**config.mk**
```make
export PLATFORM = sky130hd
export DESIGN_NAME = spi_tgt_engine
export DESIGN_NICKNAME = d
export VERILOG_FILES = /design/src/rtl/spi_tgt_pkg.sv /design/src/rtl/spi_tgt_sync.sv /design/src/rtl/spi_tgt_shifter.sv /design/src/rtl/spi_tgt_rxbuf.sv /design/src/rtl/spi_tgt_engine.sv
export SDC_FILE = /design/constraint.sdc
export NUM_CORES = 1
export LEC_CHECK = 0
export BUFFER_PORTS_ARGS = -buffer_cell sky130_fd_sc_hd__buf_2
export CAP_MARGIN = 20
export CORE_ASPECT_RATIO = 2
export CORE_UTILIZATION = 31
export CTS_CLUSTER_SIZE = 28
export DETAILED_ROUTE_END_ITERATION = 16
export PLACE_DENSITY_LB_ADDON = 0.08
export SLEW_MARGIN = 20
export SYNTH_ARGS = -nofsm -noshare
export SYNTH_HDL_FRONTEND = slang
export SYNTH_SLANG_ARGS = --single-unit
```
**constraint.sdc**
```tcl
create_clock -name clk -period 2.6 [get_ports clk]
set_input_delay 0.13 -clock clk [delete_from_list [all_inputs] [get_ports clk]]
set_output_delay 0.13 -clock clk [all_outputs]
set_load 0.02 [all_outputs]
```
**src/rtl/spi_tgt_pkg.sv**
```systemverilog
package spi_tgt_pkg;

    typedef enum logic [1:0] {
        ST_IDLE   = 2'd0,
        ST_ADDR   = 2'd1,
        ST_DATA   = 2'd2,
        ST_REJECT = 2'd3
    } tgt_state_e;

    localparam logic [3:0] FORM_WITH_ADDR = 4'h2;

endpackage

```
**src/rtl/spi_tgt_sync.sv**
```systemverilog
module spi_tgt_sync #(
    parameter int               WIDTH     = 3,
    parameter int               STAGES    = 2,
    parameter logic [WIDTH-1:0] RESET_VAL = '0
) (
    input  logic             clk,
    input  logic             rst_n,
    input  logic [WIDTH-1:0] d_i,
    output logic [WIDTH-1:0] q_o
);
    logic [WIDTH-1:0] pipe [STAGES];

    always_ff @(posedge clk or negedge rst_n) begin
        if (!rst_n) begin
            for (int i = 0; i < STAGES; i++) pipe[i] <= RESET_VAL;
        end else begin
            pipe[0] <= d_i;
            for (int i = 1; i < STAGES; i++) pipe[i] <= pipe[i-1];
        end
    end

    assign q_o = pipe[STAGES-1];
endmodule

```
**src/rtl/spi_tgt_shifter.sv**
```systemverilog
module spi_tgt_shifter
    import spi_tgt_pkg::*;
#(
    parameter int DW = 8
) (
    input  logic          clk,
    input  logic          rst_n,
    input  logic          sck_s,
    input  logic          mosi_s,
    input  logic          ss_n_s,
    input  logic          cpol,
    input  logic          cpha,
    input  logic          lsb_first,
    input  logic          addr_mode,
    input  logic [DW-1:0] cfg_addr,
    input  logic [DW-1:0] tx_byte_i,
    output logic          tx_take_o,
    output logic          miso_o,
    output logic          push_o,
    output logic [DW-1:0] push_data_o
);
    localparam int            CW   = $clog2(DW);
    localparam logic [CW-1:0] LAST = CW'(DW - 1);

    tgt_state_e    state, state_nx;
    logic          sck_q, ss_q;
    logic [CW-1:0] bitcnt, ocnt;
    logic          first;
    logic [DW-1:0] rx_sr, tx_sr, rx_next;
    logic          rise, fall, lead, trail, samp, chg;
    logic          ss_fall, active, byte_done, adv, load;

    // edge classification
    always_comb begin
        rise      = sck_s & ~sck_q;
        fall      = ~sck_s & sck_q;
        lead      = cpol ? fall : rise;
        trail     = cpol ? rise : fall;
        samp      = cpha ? trail : lead;
        chg       = cpha ? lead : trail;
        ss_fall   = ss_q & ~ss_n_s;
        active    = (state != ST_IDLE) && !ss_n_s;
        byte_done = active && samp && (bitcnt == LAST);
        rx_next   = lsb_first ? {mosi_s, rx_sr[DW-1:1]} : {rx_sr[DW-2:0], mosi_s};
        adv       = active && chg && !(cpha && first);
        load      = ((state == ST_IDLE) && ss_fall) ||
                    (adv && (ocnt == LAST) && (state != ST_REJECT));
    end

    // state register
    always_ff @(posedge clk or negedge rst_n) begin
        if (!rst_n) state <= ST_IDLE;
        else        state <= state_nx;
    end

    // next state
    always_comb begin
        state_nx = state;
        unique case (state)
            ST_IDLE:   if (ss_fall) state_nx = addr_mode ? ST_ADDR : ST_DATA;
            ST_ADDR: begin
                if (ss_n_s)         state_nx = ST_IDLE;
                else if (byte_done) state_nx = (rx_next == cfg_addr) ? ST_DATA : ST_REJECT;
            end
            ST_DATA:   if (ss_n_s) state_nx = ST_IDLE;
            ST_REJECT: if (ss_n_s) state_nx = ST_IDLE;
        endcase
    end

    // datapath registers
    always_ff @(posedge clk or negedge rst_n) begin
        if (!rst_n) begin
            sck_q  <= 1'b0;
            ss_q   <= 1'b1;
            bitcnt <= '0;
            ocnt   <= '0;
            first  <= 1'b1;
            rx_sr  <= '0;
            tx_sr  <= '0;
        end else begin
            sck_q <= sck_s;
            ss_q  <= ss_n_s;
            if ((state == ST_IDLE) || ss_n_s) begin
                bitcnt <= '0;
                ocnt   <= '0;
                first  <= 1'b1;
                if (load) tx_sr <= tx_byte_i;
            end else begin
                if (samp) begin
                    rx_sr  <= rx_next;
                    bitcnt <= (bitcnt == LAST) ? '0 : bitcnt + CW'(1);
                end
                if (chg) first <= 1'b0;
                if (adv) ocnt <= (ocnt == LAST) ? '0 : ocnt + CW'(1);
                if (load) tx_sr <= tx_byte_i;
            end
        end
    end

    // outputs
    always_comb begin
        tx_take_o   = load;
        miso_o      = (state == ST_REJECT) ? 1'b1
                    : tx_sr[lsb_first ? ocnt : (LAST - ocnt)];
        push_o      = (state == ST_DATA) && byte_done;
        push_data_o = rx_next;
    end

    // a released select brings the machine back to IDLE
    assert_idle_on_release_R4: assert property (@(posedge clk) disable iff (!rst_n)
        ss_n_s |=> (state == ST_IDLE));
    // the bit count restarts after release
    assert_count_cleared_R4: assert property (@(posedge clk) disable iff (!rst_n)
        ss_n_s |=> (bitcnt == '0));
    // a rejected frame stays rejected while select is held
    assert_reject_holds_R6: assert property (@(posedge clk) disable iff (!rst_n)
        ((state == ST_REJECT) && !ss_n_s) |=> (state == ST_REJECT));
endmodule

```
**src/rtl/spi_tgt_rxbuf.sv**
```systemverilog
module spi_tgt_rxbuf #(
    parameter int DW    = 8,
    parameter int DEPTH = 2
) (
    input  logic          clk,
    input  logic          rst_n,
    input  logic          push_i,
    input  logic [DW-1:0] data_i,
    input  logic          ready_i,
    output logic          valid_o,
    output logic [DW-1:0] data_o,
    input  logic          imm_i,
    input  logic          clr_i,
    output logic          ovf_o
);
    localparam int AW   = (DEPTH > 1) ? $clog2(DEPTH) : 1;
    localparam int CNTW = $clog2(DEPTH + 1);

    logic [DW-1:0]    mem [DEPTH];
    logic [DEPTH-1:0] lost;
    logic [AW-1:0]    wr_ptr, rd_ptr, newest;
    logic [CNTW-1:0]  count;
    logic             full, pop, drop, accept, stream_hit, set_ovf;

    always_comb begin
        full       = (count == CNTW'(DEPTH));
        valid_o    = (count != '0);
        data_o     = mem[rd_ptr];
        pop        = valid_o && ready_i;
        drop       = push_i && full && !pop;
        accept     = push_i && !drop;
        newest     = wr_ptr - AW'(1);
        stream_hit = pop && lost[rd_ptr];
        set_ovf    = imm_i ? drop : stream_hit;
    end

    always_ff @(posedge clk or negedge rst_n) begin
        if (!rst_n) begin
            wr_ptr <= '0;
            rd_ptr <= '0;
            count  <= '0;
            lost   <= '0;
            ovf_o  <= 1'b0;
            for (int i = 0; i < DEPTH; i++) mem[i] <= '0;
        end else begin
            if (accept) begin
                mem[wr_ptr]  <= data_i;
                lost[wr_ptr] <= 1'b0;
                wr_ptr       <= wr_ptr + AW'(1);
            end
            if (drop) lost[newest] <= 1'b1;
            if (pop) rd_ptr <= rd_ptr + AW'(1);
            if (accept && !pop)      count <= count + CNTW'(1);
            else if (!accept && pop) count <= count - CNTW'(1);
            if (set_ovf)    ovf_o <= 1'b1;
            else if (clr_i) ovf_o <= 1'b0;
        end
    end

    assert_count_bound_R8: assert property (@(posedge clk) disable iff (!rst_n)
        count <= CNTW'(DEPTH));
    assert_head_stable_R8: assert property (@(posedge clk) disable iff (!rst_n)
        (valid_o && !ready_i) |=> (valid_o && $stable(data_o)));
    assert_imm_flag_R9: assert property (@(posedge clk) disable iff (!rst_n)
        (imm_i && push_i && full && !ready_i) |=> ovf_o);
    assert_flag_sticky_R11: assert property (@(posedge clk) disable iff (!rst_n)
        (ovf_o && !clr_i) |=> ovf_o);
endmodule

```
**src/rtl/spi_tgt_engine.sv**
```systemverilog
module spi_tgt_engine
    import spi_tgt_pkg::*;
#(
    parameter int DW          = 8,
    parameter int RX_DEPTH    = 2,
    parameter int SYNC_STAGES = 2
) (
    input  logic          clk,
    input  logic          rst_n,
    input  logic          sck_i,
    input  logic          mosi_i,
    input  logic          ss_n_i,
    output logic          miso_o,
    input  logic          cfg_cpol,
    input  logic          cfg_cpha,
    input  logic          cfg_lsb_first,
    input  logic [3:0]    cfg_form,
    input  logic [DW-1:0] cfg_addr,
    input  logic          cfg_ovf_now,
    input  logic [DW-1:0] tx_byte_i,
    output logic          tx_take_o,
    output logic [DW-1:0] rx_data_o,
    output logic          rx_valid_o,
    input  logic          rx_ready_i,
    output logic          ovf_o,
    input  logic          ovf_clr_i
);
    logic [2:0]    pins_s;
    logic          push;
    logic [DW-1:0] push_data;
    logic          addr_mode;

    assign addr_mode = (cfg_form == FORM_WITH_ADDR);

    spi_tgt_sync #(
        .WIDTH(3), .STAGES(SYNC_STAGES), .RESET_VAL(3'b100)
    ) u_sync (
        .clk   (clk),
        .rst_n (rst_n),
        .d_i   ({ss_n_i, mosi_i, sck_i}),
        .q_o   (pins_s)
    );

    spi_tgt_shifter #(.DW(DW)) u_shifter (
        .clk         (clk),
        .rst_n       (rst_n),
        .sck_s       (pins_s[0]),
        .mosi_s      (pins_s[1]),
        .ss_n_s      (pins_s[2]),
        .cpol        (cfg_cpol),
        .cpha        (cfg_cpha),
        .lsb_first   (cfg_lsb_first),
        .addr_mode   (addr_mode),
        .cfg_addr    (cfg_addr),
        .tx_byte_i   (tx_byte_i),
        .tx_take_o   (tx_take_o),
        .miso_o      (miso_o),
        .push_o      (push),
        .push_data_o (push_data)
    );

    spi_tgt_rxbuf #(.DW(DW), .DEPTH(RX_DEPTH)) u_rxbuf (
        .clk     (clk),
        .rst_n   (rst_n),
        .push_i  (push),
        .data_i  (push_data),
        .ready_i (rx_ready_i),
        .valid_o (rx_valid_o),
        .data_o  (rx_data_o),
        .imm_i   (cfg_ovf_now),
        .clr_i   (ovf_clr_i),
        .ovf_o   (ovf_o)
    );
endmodule

```
==> run summary, run 1 <==
Synth Area in Compound Gates: 0.0628
post-synth design cell area: 2970 sq um
violated checks: design-rule violations
CTS tree: yes
chip width: 71.2 um
Final ANT Viol Nets: 0
last weighted congestion value of the routability-driven placer: 0.811
part of the cycle the worst path needs: 0.860
multi-input combinational cell area: 1510 sq um
largest fanout on the critical path: 9
register area share after synthesis: 0.474
Crit Path Category: reg -> out
per-instance average area after synthesis: 12.8 sq um
unrepaired setup endpoints after global routing: no
vias: 1,919
Core Region: 9320 sq um
estimated wirelength of the detail-placed design: 4880 um
outcome: finished with violations
leading area contributor after synthesis: sky130_fd_sc_hd__dfrtp_1
Worst slew margin: 0.548
violation count after the first detailed-routing iteration: 66
overall die height: 140 um
CP arrival: 2.11 ns
top cells by instance count after synthesis: sky130_fd_sc_hd__dfrtp_1 (52), sky130_fd_sc_hd__mux2_2 (33), sky130_fd_sc_hd__mux2_4 (16)
mean number of vias per cell: 4.98
global-route usage over all layers: 0.142
number of distinct library cell variants in the gate-level netlist after synthesis: 49
via count of the first global-routing pass: 2,091
average detailed-routed wire length per instance: 16.9 um
detailed-route wire length: 6500 um
sum of negative setup slack: 0 ns
Setup violations, final: 0
crit path launch type: flop
Sequential cell area: 1410 sq um
number of synthesized register bits: 56
fraction of synthesized cell area in xor and xnor cells: 0.0556
port buffer count: 42
number of buffers added by the clock tree synthesis step: 5
Synthesized Nets: 267
Max Buffers Root-to-Sink: 2
worst vdd rail ir drop: 276 uV
asr flop ratio synth: 1.00
master cell of the clock root buffer: sky130_fd_sc_hd__clkbuf_16
maximum operating frequency: 447 MHz
data required time at the worst endpoint: 2.47 ns
share of layout cells above drive strength 1: 0.420
simple-gate portion of the synthesized area: 0.112
length of the first detailed-routing pass in iterations: 10
clock sink count: 56
reported max-cap violation count: 0
cell leakage power: 0.00172 uW
Hold Worst Slack: 0.0613 ns
type of the most critical hold path: in -> reg
drc violations: 4
most instantiated library cell after synthesis: sky130_fd_sc_hd__dfrtp_1
initial antenna violation count: 0
time the worst path needs with I/O delays and setup: 2.24 ns
warning count from the yosys run: 0
area share of the largest cell type after synthesis: 0.438
# fillers: 933
kind of capture point of the worst setup path: output pin
maximum number of pins on one net before global-route repair: 35
first-pass GRT wire length: 10,600 um
Nets: 316
Resized cells post-CTS: 0
Clock H-tree levels: 2
number of flops mapped to enable cells by yosys: 0
Least-Margin Pin Slew: 0.677 ns
later-pin clock latency in the skew report: 0.29 ns
fraction of synthesized area in multiplexers: 0.258
antenna diode count: 0
Area contributors post-synth: sky130_fd_sc_hd__dfrtp_1 (44%), sky130_fd_sc_hd__mux2_2 (13%), sky130_fd_sc_hd__mux2_4 (8.1%)
total power divided by cell area: 566 nW/um^2
number of pins with negative max-slew slack in the final report: 0
total grt overflow: 0
row cnt: 50
worst clock skew: 0.00568 ns
Main synth FF type: sky130_fd_sc_hd__dfrtp_1
synthesis-to-layout area growth: 17.6%
number of hold violations in the final report: 0
adder-cell share of the synthesized area: 0.0211
initial core utilization: 0.318
main combinational cell family by area after synthesis: multiplexers
Reg clk slew, reported paths: 0.07 ns
Die Area: 9990 sq um
Gate Count Post-Synth: 231
number of top-level pins: 43
registers in the layout (all words and copies together), names as in the netlist:
register          cells
u_rxbuf.mem          16
u_shifter.rx_sr       8
u_shifter.tx_sr       8
u_shifter.bitcnt      3
u_shifter.ocnt        3
u_sync.pipe           3
u_sync.q_o            3
u_rxbuf.count         2
u_rxbuf.lost          2
u_shifter.state       2
u_rxbuf.ovf_o         1
u_rxbuf.rd_ptr        1
u_rxbuf.wr_ptr        1
u_shifter.first       1
u_shifter.sck_q       1
u_shifter.ss_q        1
report_power, final:
part           switching, uW  internal, uW
registers               56.1           926
logic                    125           155
clock network            303           411
layout make-up:
| type | instances | area share |
|---|---|---|
| Multi-Input combinational cell | 164 | 0.433 |
| Sequential cell | 56 | 0.403 |
| Timing Repair Buffer | 49 | 0.0781 |
| Clock buffer | 8 | 0.0448 |
| Tap cell | 104 | 0.0373 |
| Inverter | 4 | 0.00430 |
cells in the final DEF (no fill, tap or decap), drive strengths merged, types with 4 or more instances in the layout:
cell / n
dlygate4sd3: 4
mux2: 49
o21ai: 5
a21oi: 4
o22ai: 4
dfstp: 4
mux2i: 14
inv: 4
ha: 5
nor2: 14
xnor2: 9
buf: 45
dfrtp: 52
nand2: 11
clkbuf: 8
nor3: 5
xor2: 9
stage by stage:
stage                     setup slack, ns  area (sq um)  cells  utilization  power, uW
final                               0.365          3490    385        0.374       1980
after global routing                0.201          3490    385        0.374       2080
after floorplan                     0.690          2970    231            -       1180
after global placement              0.520          3290    373        0.353       1280
after detailed placement            0.532          3290    373        0.353       1280
after CTS                           0.287          3490    385        0.374       2020
per-layer routing:
| metal | vias to the layer above | global-route usage | part of all wire |
|---|---|---|---|
| li1 | 919 | - | - |
| met1 | 949 | 0.145 | 0.38 |
| met2 | 39 | 0.264 | 0.56 |
| met3 | 12 | 0.0223 | 0.026 |
| met4 | 0 | 0.0779 | 0.031 |
| met5 | - | 0 | 0 |
cell families after synthesis:
family          count (synthesis)
fa+ha+maj                       5
flops                          56
simple gates                   53
mux                            63
xor+xnor                       18
buf+inv                        11
compound gates                 25
worst max-delay path, stage by stage (launching register included):
cell and delay, ns:
sky130_fd_sc_hd__dfrtp_1 0.39, sky130_fd_sc_hd__nand2b_1 0.24, sky130_fd_sc_hd__o311ai_2 0.34, sky130_fd_sc_hd__nand4_2 0.18
sky130_fd_sc_hd__a21oi_4 0.42, sky130_fd_sc_hd__buf_2 0.25
worst paths after layout:
path / from / endpoint / slack [ns] / cells past startpoint
max in group asynchronous: rst_n / u_shifter.ss_q / 1.64 / 3
setup reg to reg: u_sync.q_o[0] / u_shifter.rx_sr[4] / 0.58 / 4
hold / removal: tx_byte_i[3] / u_shifter.tx_sr[3] / 0.06 / 2
min in group asynchronous: rst_n / u_sync.q_o[0] / 0.22 / 2
hold reg to reg: u_sync.pipe[3] / u_sync.q_o[0] / 0.35 / 0
setup / recovery: u_shifter.sck_q / tx_take_o / 0.36 / 5
what timing repair did:
item	4_1_cts	5_1_grt
endpoints found under the setup margin	0	0
hold endpoints to repair	25	0
setup buffers	0	0
hold buffers	4	0
Power figures use the tool's default switching activity.
==> run 2, diff against run 1 <==
- ABC_AREA: not set -> 1
==> run 2 against run 1 <==
The run ends with negative hold slack left. Largest cell class is now flip-flops and latches. Critical path depth is 5 higher. Combinational power grew to 2.8 times the previous value. Non-clock buffer count shrank 1. Synthesized cell count is 63% higher.
==> run summary, run 2 <==
CP arrival: 2.30 ns (+0.19 ns)
Clock H-tree levels: 2 (unchanged)
average detailed-routed wire length per instance: 13.2 um (-22%)
leading area contributor after synthesis: sky130_fd_sc_hd__dfrtp_1
fraction of synthesized cell area in xor and xnor cells: 0.0148 (-0.0408)
via count of the first global-routing pass: 2,497 (+19%)
Crit Path Category: reg -> reg
initial core utilization: 0.317 (-0.00188)
overall die height: 140 um (-0.29%)
adder-cell share of the synthesized area: 0.0212 (+0.000125)
global-route usage over all layers: 0.155 (+0.0137)
number of top-level pins: 43 (unchanged)
total power divided by cell area: 776 nW/um^2 (+37%)
share of layout cells above drive strength 1: 0.176 (-0.244)
type of the most critical hold path: in -> async
warning count from the yosys run: 0 (unchanged)
number of pins with negative max-slew slack in the final report: 0 (unchanged)
number of buffers added by the clock tree synthesis step: 5 (unchanged)
initial antenna violation count: 0 (unchanged)
asr flop ratio synth: 1.00 (unchanged)
maximum number of pins on one net before global-route repair: 57 (+63%)
master cell of the clock root buffer: sky130_fd_sc_hd__clkbuf_16
Synth Area in Compound Gates: 0.0344 (-0.0285)
largest fanout on the critical path: 13 (+4)
post-synth design cell area: 2950 sq um (-0.59%)
later-pin clock latency in the skew report: 0.29 ns (about the same)
Hold Worst Slack: -0.0127 ns (-0.0740 ns)
number of synthesized register bits: 56 (unchanged)
most instantiated library cell after synthesis: sky130_fd_sc_hd__nand2_1
number of distinct library cell variants in the gate-level netlist after synthesis: 32 (-35%)
chip width: 71.0 um (-0.29%)
clock sink count: 56 (unchanged)
Largest register FFs: 16 (unchanged)
worst vdd rail ir drop: 318 uV (+15%)
port buffer count: 42 (unchanged)
Max Buffers Root-to-Sink: 2 (unchanged)
antenna diode count: 0 (unchanged)
commonest cells after routing, fill and taps aside: sky130_fd_sc_hd__nand2_1 (175), sky130_fd_sc_hd__dfrtp_1 (52), sky130_fd_sc_hd__nand3_1 (48), sky130_fd_sc_hd__buf_2 (42), sky130_fd_sc_hd__inv_1 (26)
Resized cells post-CTS: 0 (unchanged)
area share of the largest cell type after synthesis: 0.441 (+0.00260)
CTS tree: yes
total grt overflow: 0 (unchanged)
estimated wirelength of the detail-placed design: 5400 um (+11%)
unrepaired setup endpoints after global routing: no
final worst-path setup slack: 0.472 ns (+0.108 ns)
Final ANT Viol Nets: 0 (unchanged)
reg-to-reg slack, setup: 0.47 ns (-0.11 ns)
fraction of synthesized area in multiplexers: 0 (-0.258)
outcome: finished with violations
vias: 2,499 (+30%)
main combinational cell family by area after synthesis: simple AND/OR/NAND/NOR gates
Regs by FF count: u_rxbuf.mem: 16 flops, u_shifter.rx_sr: 8 flops, u_shifter.tx_sr: 8 flops
per-instance average area after synthesis: 7.83 sq um (-39%)
Core Region: 9320 sq um (unchanged)
drc violations: 0 (-4)
time the worst path needs with I/O delays and setup: 2.13 ns (-0.108 ns)
Die Area: 9930 sq um (-0.58%)
violation count after the first detailed-routing iteration: 96 (+45%)
top cells by instance count after synthesis: sky130_fd_sc_hd__nand2_1 (175), sky130_fd_sc_hd__dfrtp_1 (52), sky130_fd_sc_hd__nand3_1 (48)
last weighted congestion value of the routability-driven placer: 0.795 (-1.9%)
# fillers: 994 (+6.5%)
register with the most flip-flops: u_rxbuf.mem
crit path launch type: flop
maximum operating frequency: 470 MHz (+5.1%)
Synthesized Nets: 413 (+55%)
synthesis-to-layout area growth: 16.8%
row cnt: 50 (unchanged)
Reg2Reg Capture Point: u_rxbuf.count[1]
number of hold violations in the final report: 31 (+31)
Area contributors post-synth: sky130_fd_sc_hd__dfrtp_1 (44%), sky130_fd_sc_hd__nand2_1 (22%), sky130_fd_sc_hd__nand3_1 (8.1%)
launch point of the worst reg-to-reg path: u_shifter.state[0]
pre-CTS WS: 0.454 ns (-0.0778 ns)
mean number of vias per cell: 4.71 (-5.6%)
worst-case reg-to-reg path depth: 10 (+6)
# hold bufs at CTS: 3 (-1)
data required time at the worst endpoint: 2.77 ns (+0.30 ns)
Nets: 462 (+46%)
most common library cell in the layout ignoring fill and taps: sky130_fd_sc_hd__nand2_1
length of the first detailed-routing pass in iterations: 6 (-4)
cell leakage power: 0.00192 uW (+11%)
Least-Margin Pin Slew: 0.742 ns (+0.0658 ns)
simple-gate portion of the synthesized area: 0.395 (+0.283)
first-pass GRT wire length: 12,000 um (+13%)
sum of negative setup slack: 0 ns (unchanged)
Setup violations, final: 0 (unchanged)
number of flops mapped to enable cells by yosys: 0 (unchanged)
worst clock skew: 0.00374 ns (-0.00194 ns)
Setup crit start: u_shifter.state[0]
Main synth FF type: sky130_fd_sc_hd__dfrtp_1
part of the cycle the worst path needs: 0.818 (-0.0414)
reported max-cap violation count: 0 (unchanged)
Reg clk slew, reported paths: 0.07 ns (about the same)
Post-CTS Setup Repair Bufs: 0 (unchanged)
Worst slew margin: 0.505 (-0.0429)
register area share after synthesis: 0.477 (+0.00281)
detailed-route wire length: 7030 um (+8.2%)
kind of capture point of the worst setup path: flop
violated checks: negative hold slack
Gate Count Post-Synth: 377 (+63%)
[run 2: cell types whose count changed in the layout (fill, tap and decap cells not counted), moves of 4 or more]
cell / before / now
sky130_fd_sc_hd__nand2_1: 11 / 175
sky130_fd_sc_hd__nand3_1: 0 / 48
sky130_fd_sc_hd__mux2_2: 33 / 0
sky130_fd_sc_hd__inv_1: 4 / 26
sky130_fd_sc_hd__mux2_4: 16 / 0
sky130_fd_sc_hd__mux2i_1: 13 / 0
sky130_fd_sc_hd__xnor2_1: 9 / 2
sky130_fd_sc_hd__nand3b_1: 0 / 6
sky130_fd_sc_hd__inv_2: 0 / 5
sky130_fd_sc_hd__xor2_1: 8 / 3
sky130_fd_sc_hd__nand3_4: 0 / 4
sky130_fd_sc_hd__nor3_1: 5 / 1
sky130_fd_sc_hd__o22ai_1: 4 / 0
[run 2: routing by layer]
| metal | vias up | routed length [um] | GRT usage | share of wire |
|---|---|---|---|---|
| met2 | 39 | 4090 | 0.307 | 0.58 |
| met4 | 0 | 125 | 0.0589 | 0.018 |
| met3 | 7 | 146 | 0.0230 | 0.021 |
| li1 | 1297 | - | - | - |
| met5 | - | 0 | 0 | 0 |
| met1 | 1156 | 2660 | 0.157 | 0.38 |
[run 2: cell type report]
cell class	count	area [sq um]	share of cell area
clock buffers	8	146	0.0425
inverters	34	129	0.0374
multi-input cells	281	1370	0.398
flip-flops and latches	56	1410	0.408
well taps	104	130	0.0377
repair buffers	48	263	0.0762
[run 2: worst max-delay path: stages (launching register included)]
cell and delay, ns:
sky130_fd_sc_hd__dfrtp_1 0.42, sky130_fd_sc_hd__nor2_2 0.26, sky130_fd_sc_hd__nor2_4 0.07, sky130_fd_sc_hd__nand3_4 0.14, sky130_fd_sc_hd__clkinv_2 0.21, sky130_fd_sc_hd__nand3_4 0.15, sky130_fd_sc_hd__nor2_8 0.04, sky130_fd_sc_hd__ha_1 0.33
sky130_fd_sc_hd__a21oi_1 0.11, sky130_fd_sc_hd__o21ai_0 0.11, sky130_fd_sc_hd__xor2_1 0.16
[run 2: cell families (layout without fill, tap and decap cells)]
kind of cell | after synthesis | after routing
and+or+nand+nor | 254 | 254
DFF | 56 | 56
buffers and inverters | 40 | 90
AOI/OAI and AO/OA | 17 | 17
adders and majority gates | 5 | 5
xor gates and xnor gates | 5 | 5
[run 2: worst max-delay path by stage]
stage | endpoint | slack, ns | depth (start not counted)
final | u_rxbuf.count[1] | 0.47 | 10
after global routing | u_rxbuf.count[1] | 0.30 | 10
after CTS | tx_take_o | 0.41 | 7
after detailed placement | u_rxbuf.count[1] | 0.45 | 10
after global placement | u_rxbuf.count[1] | 0.50 | 10
after floorplan | u_rxbuf.count[1] | 0.64 | 11
[run 2: report_power, final]
group / internal, uW / switching (uW)
Sequential: 1050 / 140
Clock: 386 / 307
Combinational: 270 / 524
Total: 1710 / 971
[run 2: through the flow]
stage | cells | total power [uW] | hold slack [ns] | area [sq um] | utilization
after global routing | 531 | 2890 | 0.0287 | 3450 | 0.370
final | 531 | 2680 | -0.0127 | 3450 | 0.370
after detailed placement | 520 | 2020 | 0.239 | 3270 | 0.351
after floorplan | 377 | 1780 | -0.166 | 2950 | -
after CTS | 531 | 2730 | 0.0196 | 3450 | 0.370
after global placement | 520 | 2010 | 0.237 | 3270 | 0.351
==> run 3, diff against run 2 <==
- ABC_AREA: 1 -> 0
- clock period: 2.6 -> 2 ns (I/O delays scaled with it)
==> run 3 against run 2 <==
The flow finishes with violations (design-rule violations). Global-route usage down 0.88 points. Critical endpoint is now tx_take_o. Total power down 5.0%. Count of clock-buffer cells in the layout down 1. Clock skew down 0.00088 ns. Register-to-register slack worse by 0.34 ns. Worst hold slack better by 0.048 ns. Clock power up 24%. Via count down 21%. Highest routed layer unchanged. Largest cell class is now multi-input combinational cells.
==> run summary, run 3 (synthesis results as in run 1) <==
first-pass GRT wire length: 10,900 um (-8.7%)
total grt overflow: 0 (unchanged)
Crit Path Category: reg -> out
master cell of the clock root buffer: sky130_fd_sc_hd__clkbuf_16
unrepaired setup endpoints after global routing: yes
time the worst path needs with I/O delays and setup: 1.91 ns
detailed-route wire length: 6830 um (-2.7%)
overall die height: 140 um (+0.29%)
vias: 1,963 (-21%)
Max Buffers Root-to-Sink: 2 (unchanged)
clock sink count: 56 (unchanged)
wire length on met3: 187 um (+28%)
Largest register FFs: 16 (unchanged)
type of the most critical hold path: in -> reg
drc violations: 4 (+4)
number of hold violations in the final report: 0 (-100%)
Setup violations, final: 0 (unchanged)
length of the first detailed-routing pass in iterations: 10 (+4)
initial antenna violation count: 0 (unchanged)
maximum operating frequency: 523 MHz
synthesis-to-layout area growth: 23.2%
max layer used: met4
largest fanout on the critical path: 9 (-4)
Least-Margin Pin Slew: 0.586 ns (-0.156 ns)
port buffer count: 42 (unchanged)
global-route usage over all layers: 0.146 (-0.00881)
number of pins with negative max-slew slack in the final report: 0 (unchanged)
Worst Path Buf+Inv: 2 (+1)
worst vdd rail ir drop: 413 uV (+30%)
Regs by FF count: u_rxbuf.mem: 16 flops, u_shifter.rx_sr: 8 flops, u_shifter.tx_sr: 8 flops
Largest delay share family, worst path: simple AND/OR/NAND/NOR gates
number of buffers added by the clock tree synthesis step: 5 (unchanged)
part of the cycle the worst path needs: 0.956
sum of negative setup slack: 0 ns (unchanged)
wire length on met2: 3840 um (-6.1%)
Worst slew margin: 0.609 (+0.104)
reported max-cap violation count: 0 (unchanged)
mean number of vias per cell: 4.94 (+5.1%)
share of layout cells above drive strength 1: 0.464 (+0.289)
outcome: finished with violations
violated checks: design-rule violations
crit path launch type: flop
maximum number of pins on one net before global-route repair: 35 (-39%)
Reg clk slew, reported paths: 0.07 ns (about the same)
last weighted congestion value of the routability-driven placer: 0.805 (+1.3%)
total power divided by cell area: 695 nW/um^2 (-10%)
most common library cell in the layout ignoring fill and taps: sky130_fd_sc_hd__dfrtp_1
worst clock skew: 0.00286 ns (-0.000879 ns)
register with the most flip-flops: u_rxbuf.mem
number of top-level pins: 43 (unchanged)
kind of capture point of the worst setup path: output pin
violation count after the first detailed-routing iteration: 55 (-43%)
antenna diode count: 0 (unchanged)
worst-case reg-to-reg path depth: 6 (-4)
hold depth: 2
CTS tree: yes
chip width: 71.2 um (+0.29%)
via count of the first global-routing pass: 2,154 (-14%)
later-pin clock latency in the skew report: 0.29 ns (about the same)
logic depth of the worst setup path including buffers: 6 (-4)
Core Region: 9320 sq um (unchanged)
Nets: 328 (-29%)
Clock H-tree levels: 2 (unchanged)
delay of the slowest cell on the worst path: 0.42 ns (about the same)
average detailed-routed wire length per instance: 17.2 um (+30%)
estimated wirelength of the detail-placed design: 5120 um (-5.3%)
row cnt: 50 (unchanged)
commonest cells after routing, fill and taps aside: sky130_fd_sc_hd__dfrtp_1 (51), sky130_fd_sc_hd__buf_2 (41), sky130_fd_sc_hd__mux2_2 (33), sky130_fd_sc_hd__mux2_4 (16)
initial core utilization: 0.318 (+0.00188)
CP arrival: 1.81 ns (-0.49 ns)
data required time at the worst endpoint: 1.90 ns (-0.87 ns)
cell leakage power: 0.00179 uW (-6.4%)
overall power after layout: 2540 uW (-5.0%)
DRT met1 WL: 2610 um (-2.0%)
Final ANT Viol Nets: 0 (unchanged)
cell-by-cell listing of the critical path: or2b_4, a22oi_2, nand4_2, a21oi_4, buf_12, buf_4
CP max stage cell: sky130_fd_sc_hd__dfrtp_1
Die Area: 9990 sq um (+0.58%)
[run 3: cell count changes in the layout (fill, tap and decap cells not counted), moves of 5 or more]
cell                       change
sky130_fd_sc_hd__mux2i_1      +12
sky130_fd_sc_hd__buf_4         +9
sky130_fd_sc_hd__mux2_2       +33
sky130_fd_sc_hd__mux2_4       +16
sky130_fd_sc_hd__nand3_1      -48
sky130_fd_sc_hd__nand2_1     -164
sky130_fd_sc_hd__inv_1        -22
sky130_fd_sc_hd__nand3b_1      -6
sky130_fd_sc_hd__inv_2         -5
sky130_fd_sc_hd__xnor2_1       +7
sky130_fd_sc_hd__xor2_1        +5
[run 3: what timing repair did]
action | 4_1_cts | 5_1_grt
buffers inserted | 0 | 1
pin swaps | 2 | 5
resized for setup | 4 | 8
hold endpoints to repair | 21 | 0
hold buffers | 4 | 0
endpoints found under the setup margin | 2 | 3
[run 3: worst paths after layout]
path,slack [ns],start,endpoint
hold reg to reg,0.35,u_sync.pipe[4],u_sync.q_o[1]
hold / removal,0.04,tx_byte_i[5],u_shifter.tx_sr[5]
max in group asynchronous,1.05,rst_n,u_shifter.ocnt[1]
setup / recovery,0.09,u_sync.q_o[0],tx_take_o
min in group asynchronous,0.35,rst_n,u_rxbuf.mem[6]
setup reg to reg,0.13,u_sync.q_o[0],u_shifter.rx_sr[2]
[run 3: metrics by stage]
| step | area, sq um | hold WS [ns] | std cells | setup slack, ns | utilization |
|---|---|---|---|---|---|
| 5_1_grt | 3660 | 0.0268 | 397 | 0.00574 | 0.392 |
| 4_1_cts | 3620 | 0.0258 | 396 | 0.00699 | 0.389 |
| 3_5_place_dp | 3430 | 0.130 | 384 | 0.0748 | 0.368 |
| 6_report | 3660 | 0.0356 | 397 | 0.0883 | 0.392 |
| 2_1_floorplan | 2970 | -0.196 | 231 | 0.0904 | - |
| 3_3_place_gp | 3430 | 0.115 | 384 | 0.0669 | 0.368 |
[run 3: routing by layer]
| metal | vias up | track usage |
|---|---|---|
| met4 | 0 | 0.0705 |
| met2 | 40 | 0.285 |
| met1 | 968 | 0.145 |
| met3 | 11 | 0.0223 |
| li1 | 944 | - |
| met5 | - | 0 |
[run 3: cell type report]
type | instances | area [sq um]
Sequential cell | 56 | 1410
Clock buffer | 7 | 133
Multi-Input combinational cell | 164 | 1550
Clock inverter | 1 | 5.00
Timing Repair Buffer | 61 | 415
Inverter | 4 | 15.0
Fill cell | 911 | 5660
Tap cell | 104 | 130
[run 3: worst register-to-register path: stages (launching register included)]
cell,delay [ns]
sky130_fd_sc_hd__dfrtp_1,0.42
sky130_fd_sc_hd__or2b_4,0.29
sky130_fd_sc_hd__mux2i_4,0.22
sky130_fd_sc_hd__buf_4,0.19
sky130_fd_sc_hd__and2b_1,0.17
sky130_fd_sc_hd__buf_12,0.15
sky130_fd_sc_hd__mux2_4,0.30
[run 3: where the power goes]
group / switching (uW) / total [uW] / internal [uW]
clock network: 394 / 858 / 465
registers: 75.0 / 1280 / 1200
logic: 178 / 406 / 227
